==> src/rtl/mt_fetch_unit.sv <==
module mt_fetch_unit #(
  parameter int NT = 4,
  parameter int AW = 16,
  parameter int IW = 32,
  parameter logic [AW-1:0] RESET_VEC = 16'h0100,
  localparam int TW = (NT > 1) ? $clog2(NT) : 1
) (
  input  logic          clk,
  input  logic          rst_n,
  input  logic          sel_valid,
  input  logic [TW-1:0] sel_tid,
  input  logic          redir_valid,
  input  logic [TW-1:0] redir_tid,
  input  logic [AW-1:0] redir_pc,
  output logic          imem_req,
  output logic [AW-1:0] imem_addr,
  input  logic [IW-1:0] imem_rdata_lo,
  input  logic [IW-1:0] imem_rdata_hi,
  output logic          out_valid,
  output logic [TW-1:0] out_tid,
  output logic [AW-1:0] out_pc,
  output logic [IW-1:0] out_insn
);
  logic [AW-1:0] pc_q  [NT];
  logic [IW-1:0] hold_q[NT];
  logic [NT-1:0] held_q;

  wire           cancel = redir_valid && (redir_tid == sel_tid);
  wire           go     = sel_valid && !cancel;
  wire           hit    = held_q[sel_tid];
  wire [AW-1:0]  cur_pc = pc_q[sel_tid];

  assign imem_req  = go && !hit;
  assign imem_addr = {cur_pc[AW-1:1], 1'b0};

  for (genvar t = 0; t < NT; t++) begin : g_thr
    wire mine = go && (sel_tid == TW'(t));
    always_ff @(posedge clk) begin
      if (!rst_n) begin
        pc_q[t]   <= RESET_VEC;
        held_q[t] <= 1'b0;
        hold_q[t] <= '0;
      end else if (redir_valid && redir_tid == TW'(t)) begin
        pc_q[t]   <= redir_pc;
        held_q[t] <= 1'b0;
      end else if (mine) begin
        if (held_q[t]) begin
          held_q[t] <= 1'b0;
        end else if (!pc_q[t][0]) begin
          pc_q[t]   <= pc_q[t] + AW'(2);
          held_q[t] <= 1'b1;
          hold_q[t] <= imem_rdata_hi;
        end else begin
          pc_q[t]   <= pc_q[t] + AW'(1);
        end
      end
    end
  end

  always_ff @(posedge clk) begin
    if (!rst_n) begin
      out_valid <= 1'b0;
      out_tid   <= '0;
      out_pc    <= '0;
      out_insn  <= '0;
    end else begin
      out_valid <= go;
      if (go) begin
        out_tid  <= sel_tid;
        out_pc   <= hit ? cur_pc - AW'(1) : cur_pc;
        out_insn <= hit ? hold_q[sel_tid] : (cur_pc[0] ? imem_rdata_hi : imem_rdata_lo);
      end
    end
  end
endmodule

==> config.mk <==
export PLATFORM = sky130hd
export DESIGN_NAME = mt_fetch_unit
export DESIGN_NICKNAME = d
export VERILOG_FILES = /design/src/rtl/mt_fetch_unit.sv
export SDC_FILE = /design/constraint.sdc
export NUM_CORES = 1
export LEC_CHECK = 0
export BUFFER_PORTS_ARGS = -buffer_cell sky130_fd_sc_hd__buf_2
export CAP_MARGIN = 0
export CELL_PAD_IN_SITES_DETAIL_PLACEMENT = 1
export CELL_PAD_IN_SITES_GLOBAL_PLACEMENT = 1
export CORE_UTILIZATION = 43
export DETAILED_ROUTE_END_ITERATION = 10
export GPL_TIMING_DRIVEN = 0
export HOLD_SLACK_MARGIN = 0.06
export PLACE_DENSITY_LB_ADDON = 0.1
export SYNTH_ARGS = -nofsm -noshare
export SYNTH_HDL_FRONTEND = slang
export SYNTH_SLANG_ARGS = --single-unit
==> constraint.sdc <==
create_clock -name clk -period 3.9 [get_ports clk]
set_clock_uncertainty 0.2 [all_clocks]
set_input_delay 0.195 -clock clk [delete_from_list [all_inputs] [get_ports clk]]
set_output_delay 0.195 -clock clk [all_outputs]
set_load 0.02 [all_outputs]
==> results.json <==
{
  "outcome": "finished clean",
  "coreArea_um2": 29800,
  "yosysTopAreaCell": "edfxtp_1",
  "hp-start": "sel_tid[1]",
  "hold_buffers": 83,
  "synth.top_cells.by_count": "edfxtp_1, nand2_1, and2_1",
  "finalSetupViolations": 0,
  "syn_nets": 1250,
  "start_kind": "register",
  "power_density_nw_per_um2": 427.9,
  "cts_inserted_buffers": 28,
  "core.rowCount": 63,
  "clockBufferDepth": 3,
  "nFillCells": 3174,
  "power.share.switching": 0.2669,
  "cts.sinks": 247,
  "ys_top_cells_by_area": "edfxtp_1, dfxtp_1, mux4_2",
  "hold_depth": 4,
  "gp_congestion": 0.8748,
  "routedWlPerCell_um": 23.27,
  "yosysUniqueCellTypes": 60,
  "dp_hpwl_mm": 30.01,
  "start_util": 0.4403,
  "relSlewSlack": 0.4239,
  "grt_max_degree": 30,
  "worstPathRequired_ps": 4120,
  "yosysSeqAreaShare": 0.5234,
  "ant_nets": 0,
  "via_per_inst": 5.826,
  "r2r_setup_slack_ps": 380,
  "postCtsResizedCells": 0,
  "drtIter0Drc": 864,
  "worst_hold_path_type": "input port to register",
  "finalPower_mw": 6.987,
  "clk-insertion-delay-late_ps": 570,
  "worstPathMaxFanout": 10,
  "clk_pin_slew_ps": 60,
  "finalNonFillerCells": 1835,
  "yosysWarnings": 0,
  "max_slew.worst_pin.slew_ps": 857.5,
  "reg2reg_depth": 11,
  "finalMaxSlewViolations": 0,
  "fin_nets": 1519,
  "p_comb_frac": 0.142,
  "dieArea_um2": 31210,
  "syn_area_per_cell_um2": 11.38,
  "fin_hold_ws_ps": 183.0,
  "postCtsSetupRepairBufs": 0,
  "vdd_drop_max_v": 0.0003157,
  "netlist_area_um2": 13120,
  "port_buffers": 152,
  "die_h_um": 176.7,
  "power.net_switching_mw": 1.865,
  "async_reset_ff_frac": 0,
  "ios": 156,
  "pwr-share-clk": 0.409,
  "antenna_found_initial": 1,
  "wl_mm": 42.69,
  "internal_power_mw": 5.123,
  "holdPathEnd": "out_pc[4]",
  "maxCapViolCount": 0,
  "ys_ff_latch": 247,
  "overflow": 0,
  "synth.most_common_cell": "edfxtp_1",
  "seqPwrFrac": 0.450,
  "ys.flop_type": "edfxtp_1",
  "rsz0062_at_grt": "no",
  "worstSetupEndpointType": "register",
  "dp_cells": 1699,
  "period_minus_slack_ps": 3519,
  "drcViolationCount": 0,
  "first_global_vias": 10961,
  "area_delta_synth_final_pct": 24.47,
  "hold_violations": 0,
  "synth.top_cell.area_share": 0.4394,
  "tns_ps": 0,
  "firstDrtPassIters": 5,
  "syn_inst": 1153,
  "grt_first_pass_wirelength_mm": 64.36,
  "htree_levels": 1,
  "synth_edf_count": 192,
  "die_w_um": 176.7,
  "cts_tree": "done",
  "cp.arrival_ps": 3740,
  "grt_usage": 0.2738,
  "critPathKind": "register to register",
  "utilization": 0.5481,
  "max_freq_ghz": 0.2842,
  "clockRootBuffer": "clkbuf_16",
  "min_period_over_period": 0.9023,
  "via_count": 10690,
  "p_leak_nw": 6.189,
  "rr_endpoint": "out_pc[14]",
  "drive_gt1_frac": 0.1925,
  "r2r_start": "pc_q[2][0]"
}
-- layout by cell type, fill, tap and decap left out, drive strengths merged, types with 14 or more instances in the layout --
master	n
edfxtp	192
buf	177
nand2	142
and2	134
clkbuf	93
dlygate4sd3	83
o21ai	69
dfxtp	55
a21oi	53
mux4	49
nor2	42
xor2	40
nand3	39
xnor2	36
o211ai	35
mux2i	34
nand4	15
a22oi	14
nor3	14
-- worst max path at each step --
stage	startpoint	endpoint	slack, ps	cells past startpoint
after global routing	pc_q[2][0]	out_pc[14]	160	11
after detailed placement	pc_q[2][0]	out_pc[14]	380	11
after floorplan	sel_tid[0]	hold_q[2][0]	690	6
after CTS	pc_q[2][0]	out_pc[14]	360	11
final	pc_q[2][0]	out_pc[14]	380	11
after global placement	sel_tid[1]	hold_q[3][23]	-1080	6
-- final cells by class --
type	instances	area (um^2)	share of cell area
clock buffers	40	847.1	0.05187
inverters	13	48.80	0.002988
well taps	390	488.0	0.02988
diodes	1	2.502	0.0001532
repair buffers	239	1687	0.1033
flip-flops and latches	247	6867	0.4205
clock inverters	12	158.9	0.009730
plain buffers	74	329.1	0.02015
multi-input cells	819	5903	0.3615
-- per-stage QoR --
stage          setup slack (ps)  cell area [um^2]
2_1_floorplan             686.5             13120
3_3_place_gp              -1080             14370
3_5_place_dp              381.9             14490
4_1_cts                   357.0             16330
5_1_grt                   155.9             16330
6_report                  381.0             16330
-- flip-flops by register name, summed over array words and instances (netlist names) --
name       flops
out_insn      32
pc_q          64
held_q         4
out_tid        2
out_valid      1
hold_q       128
out_pc        16
-- power by group through the flow --
stage	logic, mW	registers (mW)	clock network (mW)
2_1_floorplan	0.516	3.20	0
3_3_place_gp	0.881	3.19	0
3_5_place_dp	0.915	3.19	0
4_1_cts	0.984	3.14	2.88
5_1_grt	1.06	3.16	2.98
6_report	0.989	3.14	2.86
-- layer usage --
metal,GRT usage,vias up,share of wire
li1,-,4820,-
met1,0.3837,5474,0.44
met2,0.4466,346,0.47
met3,0.04145,50,0.066
met4,0.06394,0,0.017
met5,0,-,0
-- worst max-delay path, cell delays in order (launching register included) --
cell and delay (ps):
edfxtp_1 350, clkbuf_1 450, mux4_2 330, buf_2 370, buf_1 550, inv_1 110, ha_1 230, and3b_1 180
clkbuf_1 180, nand4_1 160, xor2_1 190, a21oi_1 90
-- cell families after synthesis --
kind of cell,Yosys count,synth area share
xor gates and xnor gates,76,0.05073
adders and majority gates,9,0.008583
AOI/OAI and AO/OA,209,0.09918
and+or+nand+nor,439,0.1759
buffers and inverters,87,0.02880
DFF,247,0.5234
muxes,85,0.1132
other,1,0.0002858
Power figures use the tool's default switching activity.
